==> src/rtl/fp64tp_pkg.sv <==
package fp64tp_pkg;
  localparam int DBL_W = 64;
  localparam int INT_W = 32;
  localparam int EXP_W = 11;
  localparam int FRC_W = 52;
  localparam logic [INT_W-1:0] INDEF = 32'h8000_0000;

  typedef enum logic [1:0] {
    MD_PAIR_KEEP = 2'd0,
    MD_PAIR_CLR  = 2'd1,
    MD_QUAD      = 2'd2,
    MD_RSVD      = 2'd3
  } cvt_mode_e;

  typedef struct packed {
    logic [INT_W-1:0] word;
    logic             inv;
    logic             inx;
  } lane_out_t;

  // Truncating conversion of one double into a signed 32-bit word.
  function automatic lane_out_t cvt_lane(input logic [DBL_W-1:0] d);
    lane_out_t        r;
    logic             sgn;
    logic [EXP_W-1:0] ex;
    logic [FRC_W-1:0] fr;
    logic [EXP_W-1:0] sh_full;
    logic [5:0]       sh;
    logic [FRC_W:0]   mant;
    logic [FRC_W:0]   mag;
    logic [FRC_W:0]   fmask;
    sgn     = d[63];
    ex      = d[62:52];
    fr      = d[51:0];
    r.word  = INDEF;
    r.inv   = 1'b1;
    r.inx   = 1'b0;
    sh_full = 11'd1075 - ex;
    sh      = sh_full[5:0];
    mant    = {1'b1, fr};
    mag     = mant >> sh;
    fmask   = (53'd1 << sh) - 53'd1;
    if (ex == 11'h7FF) begin
      r.inv = 1'b1;
    end else if (ex < 11'd1023) begin
      r.word = '0;
      r.inv  = 1'b0;
      r.inx  = (ex != '0) || (fr != '0);
    end else if (ex > 11'd1054) begin
      r.inv = 1'b1;
    end else if (ex == 11'd1054) begin
      // magnitude in [2^31, 2^32): only -2^31 after truncation is legal
      if (sgn && (fr[51:21] == '0)) begin
        r.word = INDEF;
        r.inv  = 1'b0;
        r.inx  = |fr[20:0];
      end
    end else begin
      r.inv  = 1'b0;
      r.inx  = |(mant & fmask);
      r.word = sgn ? (~mag[INT_W-1:0] + 32'd1) : mag[INT_W-1:0];
    end
    return r;
  endfunction

  // Reserved-field and mode legality check.
  function automatic logic is_undef(input logic [1:0] md, input logic [3:0] rsv);
    return (md == MD_RSVD) || ((md != MD_PAIR_KEEP) && (rsv != 4'hF));
  endfunction
endpackage

==> src/rtl/fp64tp_lane.sv <==
module fp64tp_lane
  import fp64tp_pkg::*;
(
  input  logic [DBL_W-1:0] dbl,
  output logic [INT_W-1:0] word,
  output logic             inv,
  output logic             inx
);
  lane_out_t res;
  always_comb begin
    res  = cvt_lane(dbl);
    word = res.word;
    inv  = res.inv;
    inx  = res.inx;
  end
endmodule

==> src/rtl/fp64tp_flags.sv <==
module fp64tp_flags #(
  parameter int LANES = 4
) (
  input  logic [1:0]       mode,
  input  logic [LANES-1:0] lane_inv,
  input  logic [LANES-1:0] lane_inx,
  output logic             any_inv,
  output logic             any_inx
);
  localparam int HALF = LANES / 2;
  logic [LANES-1:0] act;
  always_comb begin
    for (int i = 0; i < LANES; i++) begin
      act[i] = (mode == 2'd2) ? 1'b1 : (i < HALF);
    end
    any_inv = |(act & lane_inv);
    any_inx = |(act & lane_inx & ~lane_inv);
  end
endmodule

==> src/rtl/fp64tp_pack.sv <==
module fp64tp_pack #(
  parameter int LANES = 4,
  parameter int INT_W = 32,
  parameter int DST_W = 256
) (
  input  logic [1:0]                  mode,
  input  logic                        undef,
  input  logic [LANES-1:0][INT_W-1:0] words,
  input  logic [DST_W-1:0]            prev_dst,
  output logic [DST_W-1:0]            dst
);
  localparam int HALF = LANES / 2;
  localparam int UPB  = DST_W / 2;
  always_comb begin
    dst = '0;
    if (undef) begin
      dst = prev_dst;
    end else begin
      for (int i = 0; i < LANES; i++) begin
        if (mode == 2'd2 || i < HALF) dst[i*INT_W +: INT_W] = words[i];
      end
      if (mode == 2'd0) dst[DST_W-1:UPB] = prev_dst[DST_W-1:UPB];
    end
  end
endmodule

==> src/rtl/fp64_trunc_pack.sv <==
module fp64_trunc_pack
  import fp64tp_pkg::*;
#(
  parameter int LANES = 4,
  localparam int SRC_W = LANES * DBL_W,
  localparam int DST_W = SRC_W
) (
  input  logic             clk,
  input  logic             rst_n,
  input  logic             in_valid,
  input  logic [1:0]       mode,
  input  logic [3:0]       rsv_spec,
  input  logic [SRC_W-1:0] src,
  input  logic [DST_W-1:0] prev_dst,
  output logic             out_valid,
  output logic [DST_W-1:0] result,
  output logic             flag_invalid,
  output logic             flag_inexact,
  output logic             flag_undef
);
  logic [LANES-1:0][INT_W-1:0] lane_word;
  logic [LANES-1:0]            lane_inv;
  logic [LANES-1:0]            lane_inx;
  logic                        op_undef;
  logic                        any_inv;
  logic                        any_inx;
  logic [DST_W-1:0]            merged;

  assign op_undef = is_undef(mode, rsv_spec);

  for (genvar g = 0; g < LANES; g++) begin : g_lane
    fp64tp_lane u_lane (
      .dbl  (src[g*DBL_W +: DBL_W]),
      .word (lane_word[g]),
      .inv  (lane_inv[g]),
      .inx  (lane_inx[g])
    );
  end

  fp64tp_flags #(.LANES(LANES)) u_flags (
    .mode     (mode),
    .lane_inv (lane_inv),
    .lane_inx (lane_inx),
    .any_inv  (any_inv),
    .any_inx  (any_inx)
  );

  fp64tp_pack #(.LANES(LANES), .INT_W(INT_W), .DST_W(DST_W)) u_pack (
    .mode     (mode),
    .undef    (op_undef),
    .words    (lane_word),
    .prev_dst (prev_dst),
    .dst      (merged)
  );

  always_ff @(posedge clk) begin
    if (!rst_n) begin
      out_valid    <= 1'b0;
      result       <= '0;
      flag_invalid <= 1'b0;
      flag_inexact <= 1'b0;
      flag_undef   <= 1'b0;
    end else begin
      out_valid  <= in_valid;
      flag_undef <= in_valid & op_undef;
      if (in_valid) begin
        result <= merged;
        if (!op_undef) begin
          flag_invalid <= flag_invalid | any_inv;
          flag_inexact <= flag_inexact | any_inx;
        end
      end
    end
  end
endmodule

==> config.mk <==
export PLATFORM = sky130hd
export DESIGN_NAME = fp64_trunc_pack
export DESIGN_NICKNAME = d
export VERILOG_FILES = /design/src/rtl/fp64tp_pkg.sv /design/src/rtl/fp64tp_lane.sv /design/src/rtl/fp64tp_flags.sv /design/src/rtl/fp64tp_pack.sv /design/src/rtl/fp64_trunc_pack.sv
export SDC_FILE = /design/constraint.sdc
export NUM_CORES = 2
export LEC_CHECK = 0
export ABC_AREA = 1
export ABC_CLOCK_PERIOD_IN_PS = 4900
export BUFFER_PORTS_ARGS = -buffer_cell sky130_fd_sc_hd__buf_2
export CORE_AREA = 2 2 305 307
export CTS_CLUSTER_SIZE = 12
export DETAILED_ROUTE_END_ITERATION = 12
export DIE_AREA = 0 0 307 309
export PLACE_DENSITY_LB_ADDON = 0.15
export SLEW_MARGIN = 25
export SYNTH_ARGS = -nofsm -noshare
export SYNTH_HDL_FRONTEND = slang
export SYNTH_SLANG_ARGS = --single-unit
==> constraint.sdc <==
create_clock -name clk -period 4.9 [get_ports clk]
set_clock_uncertainty 0.1 [all_clocks]
set_input_delay 0.98 -clock clk [delete_from_list [all_inputs] [get_ports clk]]
set_output_delay 0.98 -clock clk [all_outputs]
set_load 0.03 [all_outputs]
# ---- After elaboration in Yosys (flattened, before gate mapping)
# Cells that the tools add are included.
dict set report word_totals {
  reg_bits 260
  output_inout_bits 260
  word_cells 140
}
dict set report op_classes {
  n_addsub 12
  n_lt_le_gt_ge 8
  eq_ne 11
  n_shift 8
  n_mux 45
  bitwise 16
  n_reduce_logical 35
}
# operator n
set op_table {}
lappend op_table {{two-way mux 32 bit} 14}
lappend op_table {{two-way mux 34 bit} 8}
lappend op_table {{two-way mux 256 bit} 1}
lappend op_table {{AND 53 bit} 4}
lappend op_table {{OR reduction 53 bit} 4}
lappend op_table {{<< shifter 1 x 6 -> 53 bit (first input constant)} 4}
lappend op_table {{right shift 53 x 6 -> 32 bit} 4}
lappend op_table {{subtractor 53 x 1 -> 53 bit (second input constant)} 4}
lappend op_table {{nonzero test 52 bit} 4}
lappend op_table {{adder 32 x 1 -> 32 bit (second input constant)} 4}
lappend op_table {{two-way mux 128 bit} 1}
lappend op_table {{inverter 32 bit} 4}
lappend op_table {{logical NOT 31 bit} 4}
lappend op_table {{== test 11 bit (second input constant)} 8}
lappend op_table {{OR reduction 21 bit} 4}
lappend op_table {{> comparator 11 bit (second input constant)} 4}
lappend op_table {{< comparator 11 x 10 -> 1 bit (second input constant)} 4}
lappend op_table {{nonzero test 11 bit} 4}
lappend op_table {{subtractor 6 bit (first input constant)} 4}
lappend op_table {{two-way mux 1 bit} 17}
lappend op_table {{AND 4 bit} 3}
lappend op_table {{two-way mux 2 bit} 4}
lappend op_table {{OR reduction 4 bit} 2}
lappend op_table {{logical AND 1 bit} 5}
lappend op_table {{10 further kinds} 16}

# ---- Longest topological paths before layout
dict set report logic_depth {
  word_depth 13
  depth_mapped 32
  depth_no_buf 29
}

# ---- By module
# A second synthesis with hierarchy kept.
dict set report hier_totals {
  cells_unflattened 7846
  hier_area_um2 40854.2
}
# mod n_inst cells_per_inst area_per_inst_um2 seq_area_each_um2
set by_module_without_submodules {}
lappend by_module_without_submodules {{fp64tp_lane at g_lane[0].u_lane ...} 2 1471 7302.0 0.0}
lappend by_module_without_submodules {fp64_trunc_pack 1 1132 9148.8 5205.0}
lappend by_module_without_submodules {{fp64tp_lane at g_lane[3].u_lane} 1 1470 6864.1 0.0}
lappend by_module_without_submodules {{fp64tp_lane at g_lane[2].u_lane} 1 1464 6804.0 0.0}
lappend by_module_without_submodules {fp64tp_pack 1 820 3362.0 0.0}
lappend by_module_without_submodules {fp64tp_flags 1 18 71.3 0.0}

# ---- Worst setup path before layout
# No wires, ideal clock.
dict set report synth_timing {
  path_kind {input to register}
  from {input src[246]}
  to {register result[122]}
  setup_time_ps 70
  arrival_ps 4265
  path_slack_ps 464
  cell_stages 27
  cell_sequence {buf_4 -> inv_4 -> buf_2 -> buf_2 -> ha_1 -> inv_1 -> buf_4 -> buf_2 -> buf_1 -> mux2i_1 -> nand2_1 -> nand2_1 -> nand2_1 -> inv_1 -> ha_1 -> inv_1 -> nor2_2 -> nand3_2 -> nor2_2 -> nand2_1 -> inv_2 -> nand2_2 -> nand2_2 -> nand2_1 -> nand2_1 -> nand3_1 -> a21oi_1}
}
dict set report synth_between {
  elab_chain_cells 11
  elab_cells_between_ends 15
  cone_classes {2 x add/sub; 2 x order compare; 2 x eq/ne; 1 x shift; 7 x mux; 1 x bitwise}
}
# element line_no
set synth_lines {}
lappend synth_lines {{from (decl)} fp64_trunc_pack.sv:13} ;# input logic [SRC_W-1:0] src,
lappend synth_lines {{subtractor 6 bit} fp64tp_pkg.sv:38} ;# sh_full = 11'd1075 - ex;
lappend synth_lines {{right shift 53 x 6 -> 32 bit} fp64tp_pkg.sv:41} ;# mag = mant >> sh;
lappend synth_lines {{inverter 32 bit} fp64tp_pkg.sv:61} ;# r.word = sgn ? (~mag[INT_W-1:0] + 32'd1) : mag[INT_W-1:0];
lappend synth_lines {{adder 32 x 1 -> 32 bit} fp64tp_pkg.sv:61}
lappend synth_lines {{two-way mux 32 bit} fp64tp_pkg.sv:61}
lappend synth_lines {{two-way mux 34 bit} fp64tp_pkg.sv:51} ;# end else if (ex == 11'd1054) begin
lappend synth_lines {{two-way mux 32 bit} fp64tp_pkg.sv:49} ;# end else if (ex > 11'd1054) begin
lappend synth_lines {{two-way mux 34 bit} fp64tp_pkg.sv:45} ;# end else if (ex < 11'd1023) begin
lappend synth_lines {{two-way mux 32 bit *} fp64tp_pkg.sv:43} ;# if (ex == 11'h7FF) begin
lappend synth_lines {{two-way mux 32 bit *} fp64tp_pack.sv:20} ;# if (mode == 2'd2 || i < HALF) dst[i*INT_W +: INT_W] = words[i];
lappend synth_lines {{two-way mux 256 bit *} fp64tp_pack.sv:16} ;# if (undef) begin
lappend synth_lines {{to (signal assigned)} fp64_trunc_pack.sv:67} ;# result <= merged;
lappend synth_lines {{to (decl)} fp64_trunc_pack.sv:16} ;# output logic [DST_W-1:0] result,
# Every way passes the cells marked *; elsewhere a longest branch is shown, timed or not.
# A chain may end at the register's enable or synchronous reset.

# ---- Worst setup path after layout
dict set report layout_timing {
  from {input src[246]}
  to {register flag_inexact}
}
dict set report layout_between {
  elab_chain_cells 13
  elab_cells_between_ends 22
  cone_classes {2 x add/sub; 2 x order compare; 2 x eq/ne; 1 x shift; 6 x mux; 5 x bitwise; 4 x reduce/logical}
}
# element line_no
set layout_lines {}
lappend layout_lines {{subtractor 6 bit} fp64tp_pkg.sv:38}
lappend layout_lines {{<< shifter 1 x 6 -> 53 bit} fp64tp_pkg.sv:42} ;# fmask = (53'd1 << sh) - 53'd1;
lappend layout_lines {{subtractor 53 x 1 -> 53 bit} fp64tp_pkg.sv:42}
lappend layout_lines {{AND 53 bit} fp64tp_pkg.sv:60} ;# r.inx = |(mant & fmask);
lappend layout_lines {{OR reduction 53 bit} fp64tp_pkg.sv:60}
lappend layout_lines {{two-way mux 34 bit} fp64tp_pkg.sv:51}
lappend layout_lines {{two-way mux 1 bit} fp64tp_pkg.sv:49}
lappend layout_lines {{two-way mux 34 bit} fp64tp_pkg.sv:45}
lappend layout_lines {{two-way mux 1 bit} fp64tp_pkg.sv:43}
lappend layout_lines {{AND 4 bit} fp64tp_flags.sv:17} ;# any_inx = |(act & lane_inx & ~lane_inv);
lappend layout_lines {{AND 4 bit *} fp64tp_flags.sv:17}
lappend layout_lines {{OR reduction 4 bit *} fp64tp_flags.sv:17}
lappend layout_lines {{bitwise OR 1 bit *} fp64_trunc_pack.sv:70} ;# flag_inexact <= flag_inexact | any_inx;
lappend layout_lines {{to (signal assigned)} fp64_trunc_pack.sv:70}
lappend layout_lines {{to (decl)} fp64_trunc_pack.sv:18} ;# output logic flag_inexact,
# Marked as above.

==> run_summary.xml <==
<?xml version="1.0" encoding="UTF-8"?>
<metrics>
  <group name="synthesis">
    <metric name="postSynthRegisterBits" unit="">260</metric>
    <metric name="yosys_warning_count" unit="">0</metric>
    <metric name="yosys_most_used_dff" unit="">sky130_fd_sc_hd__dfxtp_1</metric>
    <metric name="sequential_share_of_the_synthesized_area" unit="%">14.8</metric>
    <metric name="syn_inst" unit="">6626</metric>
    <metric name="number_of_flops_mapped_to_enable_cells_by_yosys" unit="">0</metric>
    <metric name="synth-async-reset-ratio" unit="%">0</metric>
    <metric name="synth.lib_cells_used.distinct" unit="">69</metric>
    <metric name="synth_fp_nets" unit="">7163</metric>
    <metric name="synth.cell_area" unit="sq um">35100</metric>
    <metric name="postSynthAreaPerCell" unit="sq um">5.30</metric>
  </group>
  <group name="layout">
    <metric name="design.final.nets" unit="">7823</metric>
    <metric name="area_delta_synth_final" unit="%">17.7</metric>
    <metric name="multiInputGateArea" unit="sq um">26100</metric>
    <metric name="layout_common_cells" unit="">sky130_fd_sc_hd__nand2_1 (2,208), sky130_fd_sc_hd__buf_2 (778), sky130_fd_sc_hd__nor2_1 (683)</metric>
    <metric name="nFillCells" unit="">10433</metric>
    <metric name="fin_cells" unit="">8503</metric>
    <metric name="fin_area" unit="sq um">41400</metric>
    <metric name="layout-drive-gt1-share" unit="%">16.7</metric>
    <metric name="register_area" unit="sq um">5200</metric>
    <metric name="final_common_cell" unit="">sky130_fd_sc_hd__nand2_1</metric>
  </group>
  <group name="floorplan">
    <metric name="core_region_area" unit="sq um">91400</metric>
    <metric name="die-area" unit="sq um">94900</metric>
    <metric name="die_width" unit="um">307</metric>
    <metric name="num_rows" unit="">111</metric>
    <metric name="initial_core_util" unit="%">38.4</metric>
    <metric name="ioPinCount" unit="">781</metric>
    <metric name="die_h" unit="um">309</metric>
  </group>
  <group name="power">
    <metric name="p_clk_share" unit="%">21.8</metric>
    <metric name="comb_power_share" unit="%">53.5</metric>
    <metric name="cellInternalPower" unit="mW">4.86</metric>
    <metric name="max_ir_drop_vdd" unit="V">0.000273</metric>
    <metric name="p_seq_share" unit="%">24.7</metric>
    <metric name="net-switching-power" unit="mW">4.58</metric>
    <metric name="power.switching_fraction" unit="%">48.5</metric>
    <metric name="power.static_leakage" unit="nW">21.9</metric>
    <metric name="power_density_over_the_cells" unit="nW/um^2">228</metric>
  </group>
  <group name="worst_setup_path">
    <metric name="max_fo_critical_path" unit="">48</metric>
    <metric name="rr_worst_depth" unit="">2</metric>
    <metric name="ff2ff_setup_slack" unit="ps">3790</metric>
    <metric name="cp-end-kind" unit="">flop</metric>
    <metric name="arrival" unit="ps">4730</metric>
    <metric name="worst_ep_required_time" unit="ps">5280</metric>
    <metric name="critical_path.reg2reg.startpoint" unit="">result[63]</metric>
    <metric name="regToRegEndpoint" unit="">result[63]</metric>
    <metric name="critical_path.startpoint" unit="">src[246]</metric>
    <metric name="critical_path.endpoint" unit="">flag_inexact</metric>
    <metric name="start_kind" unit="">input pin</metric>
    <metric name="critical_path_class" unit="">input pin to flop</metric>
  </group>
  <group name="detailed_routing">
    <metric name="detail_route.wirelength" unit="um">198000</metric>
    <metric name="detail_route.wl_per_cell" unit="um">23.2</metric>
    <metric name="final_antenna_net_count" unit="">0</metric>
    <metric name="drt_first_iter_violations" unit="">5967</metric>
    <metric name="drt_pass1_iterations" unit="">8</metric>
    <metric name="dr_total_vias" unit="">48704</metric>
    <metric name="drt-vias-per-instance" unit="">5.73</metric>
    <metric name="detail_route.drc_violations" unit="">0</metric>
  </group>
  <group name="global_route">
    <metric name="grt_use_total" unit="%">39.4</metric>
    <metric name="number_of_global_route_vias_before_repair" unit="">44196</metric>
    <metric name="grt_antenna_before_repair" unit="">28</metric>
    <metric name="grt_max_degree" unit="">98</metric>
    <metric name="global_route.overflow_total" unit="">0</metric>
    <metric name="grt_pass1_wl" unit="um">285000</metric>
  </group>
  <group name="clocking">
    <metric name="clock_sinks" unit="">260</metric>
    <metric name="postCtsResizedCells" unit="">0</metric>
    <metric name="reg_clk_slew_reported_paths" unit="ps">80</metric>
    <metric name="tritoncts" unit="">built</metric>
    <metric name="cts-htree-levels" unit="">1</metric>
    <metric name="later_pin_clock_latency_in_the_skew_report" unit="ps">630</metric>
    <metric name="cts_made_buffers" unit="">28</metric>
    <metric name="postCtsSetupBuffers" unit="">0</metric>
    <metric name="ctsRootBufferMaster" unit="">sky130_fd_sc_hd__clkbuf_16</metric>
    <metric name="holdBufCountCts" unit="">0</metric>
    <metric name="cts.path.max_buffers" unit="">3</metric>
  </group>
  <group name="placement">
    <metric name="placed_area" unit="sq um">40500</metric>
    <metric name="numPlacedInstances" unit="">8442</metric>
    <metric name="dpl_worst_slack" unit="ps">117</metric>
    <metric name="port_buffers" unit="">780</metric>
    <metric name="gpl.final_weighted_congestion" unit="">1.05</metric>
    <metric name="place.detailed.hpwl" unit="um">164000</metric>
  </group>
  <group name="timing">
    <metric name="grt_setup_unrepaired" unit="">false</metric>
    <metric name="final_critical_path_setup_slack" unit="ps">554</metric>
    <metric name="achievable-frequency" unit="MHz">230</metric>
    <metric name="finalSetupTns" unit="ps">0</metric>
    <metric name="final_min_period_over_clock_period" unit="%">88.7</metric>
    <metric name="relSlewSlack" unit="%">24.4</metric>
    <metric name="maxSlewViolCount" unit="">0</metric>
    <metric name="final-setup-viol-count" unit="">0</metric>
    <metric name="worst-slew-pin-transition" unit="ps">1130</metric>
    <metric name="final.min_clock_period" unit="ps">4350</metric>
    <metric name="final_hold_violation_count" unit="">0</metric>
  </group>
  <group name="outcome">
    <metric name="status" unit="">completed</metric>
  </group>
  <group name="run">
    <metric name="max_cap_violations" unit="">0</metric>
  </group>
  <group name="worst_hold_path">
    <metric name="holdCritPathClass" unit="">flop to flop</metric>
  </group>
</metrics>
-- worst max-delay path, stage by stage --
cell                      delay (ps)
sky130_fd_sc_hd__buf_2           110
sky130_fd_sc_hd__buf_4           150
sky130_fd_sc_hd__buf_4           420
sky130_fd_sc_hd__nand2_1         200
sky130_fd_sc_hd__nor2_1          490
sky130_fd_sc_hd__nand3_1         280
sky130_fd_sc_hd__nand2_1         150
sky130_fd_sc_hd__nor2_1           70
sky130_fd_sc_hd__nand2_1         130
sky130_fd_sc_hd__nor2_1           60
sky130_fd_sc_hd__buf_4           160
sky130_fd_sc_hd__nand2_1         140
sky130_fd_sc_hd__nand2_1          70
sky130_fd_sc_hd__nand2_1          60
sky130_fd_sc_hd__o21ai_1          60
sky130_fd_sc_hd__inv_1            80
sky130_fd_sc_hd__nand3_1          80
sky130_fd_sc_hd__nor2_1          120
sky130_fd_sc_hd__nand3_1         220
sky130_fd_sc_hd__nand2_1         220
sky130_fd_sc_hd__nand2_1         160
sky130_fd_sc_hd__inv_1            90
sky130_fd_sc_hd__nand3_1          80
sky130_fd_sc_hd__nand2_1          70
sky130_fd_sc_hd__a21oi_1          50
-- worst min-delay path by stage --
stage                     cells after the start  slack, ps          from           end
after detailed placement                      2        360    result[65]    result[65]
after global placement                        2        350  flag_invalid  flag_invalid
after floorplan                               2        470  flag_inexact  flag_inexact
after global routing                          2        390    result[97]    result[97]
after CTS                                     2        370    result[97]    result[97]
final                                         2        370    result[97]    result[97]
-- per-stage QoR --
| stage | hold WS [ps] | util [%] | power (mW) |
|---|---|---|---|
| 2_1_floorplan | 475 | - | 5.57 |
| 3_3_place_gp | 346 | 44.3 | 7.28 |
| 3_5_place_dp | 358 | 44.3 | 7.27 |
| 4_1_cts | 368 | 45.2 | 9.33 |
| 5_1_grt | 387 | 45.2 | 10.0 |
| 6_report | 369 | 45.2 | 9.44 |
-- per-layer routing --
layer | track usage (%) | vias up | share of wire, % | wire [um]
li1 | - | 23424 | - | -
met1 | 49.9 | 22185 | 40 | 78900
met2 | 63.0 | 2577 | 44 | 87300
met3 | 8.10 | 506 | 9.7 | 19200
met4 | 20.9 | 12 | 6.1 | 12100
met5 | 0 | - | 0.038 | 76
-- synth_stat cells, types with 83 or more instances --
cell type                  number  area (sq um)
sky130_fd_sc_hd__nand2_1     2208          8290
sky130_fd_sc_hd__buf_2        125           626
sky130_fd_sc_hd__dfxtp_1      260          5200
sky130_fd_sc_hd__nand3_1      598          2990
sky130_fd_sc_hd__o21ai_1      176           881
sky130_fd_sc_hd__nand4_1      154           963
sky130_fd_sc_hd__inv_1        498          1870
sky130_fd_sc_hd__nor3_1        83           415
sky130_fd_sc_hd__nor2_1       684          2570
sky130_fd_sc_hd__a21oi_1      264          1320
sky130_fd_sc_hd__mux2i_1      125          1250
sky130_fd_sc_hd__o21ai_0      558          2790
sky130_fd_sc_hd__clkbuf_1     148           556
sky130_fd_sc_hd__a31oi_1      109           682
-- kinds of logic (layout without fill, tap and decap cells) --
group | Yosys count | in the layout | synth area share [%]
DFF | 260 | 260 | 14.8
and+or+nand+nor | 3983 | 3983 | 48.4
muxes | 125 | 125 | 3.56
adders and majority gates | 16 | 16 | 0.570
buffers and inverters | 900 | 1573 | 11.1
AOI/OAI and AO/OA | 1337 | 1337 | 21.4
other | 0 | 18 | 0
xor gates and xnor gates | 5 | 5 | 0.167
-- state kept, by name (all words and copies together), names as in the netlist --
register      count
flag_inexact      1
flag_invalid      1
flag_undef        1
out_valid         1
result          256
-- power groups by stage --
stage / Combinational [mW] / Sequential (mW) / Clock, mW
2_1_floorplan: 2.94 / 2.63 / 0
3_3_place_gp: 4.92 / 2.37 / 0
3_5_place_dp: 4.90 / 2.37 / 0
4_1_cts: 4.92 / 2.33 / 2.09
5_1_grt: 5.50 / 2.34 / 2.16
6_report: 5.06 / 2.33 / 2.05
-- area by class of cell --
class,count,share of cell area [%]
diodes,18,0.109
clock buffers,36,1.77
clock inverters,7,0.245
inverters,529,4.84
multi-input cells,5466,63.1
flip-flops and latches,260,12.6
well taps,1186,3.59
repair buffers,1001,13.8
No activity file was read; power rests on OpenSTA's default activity.
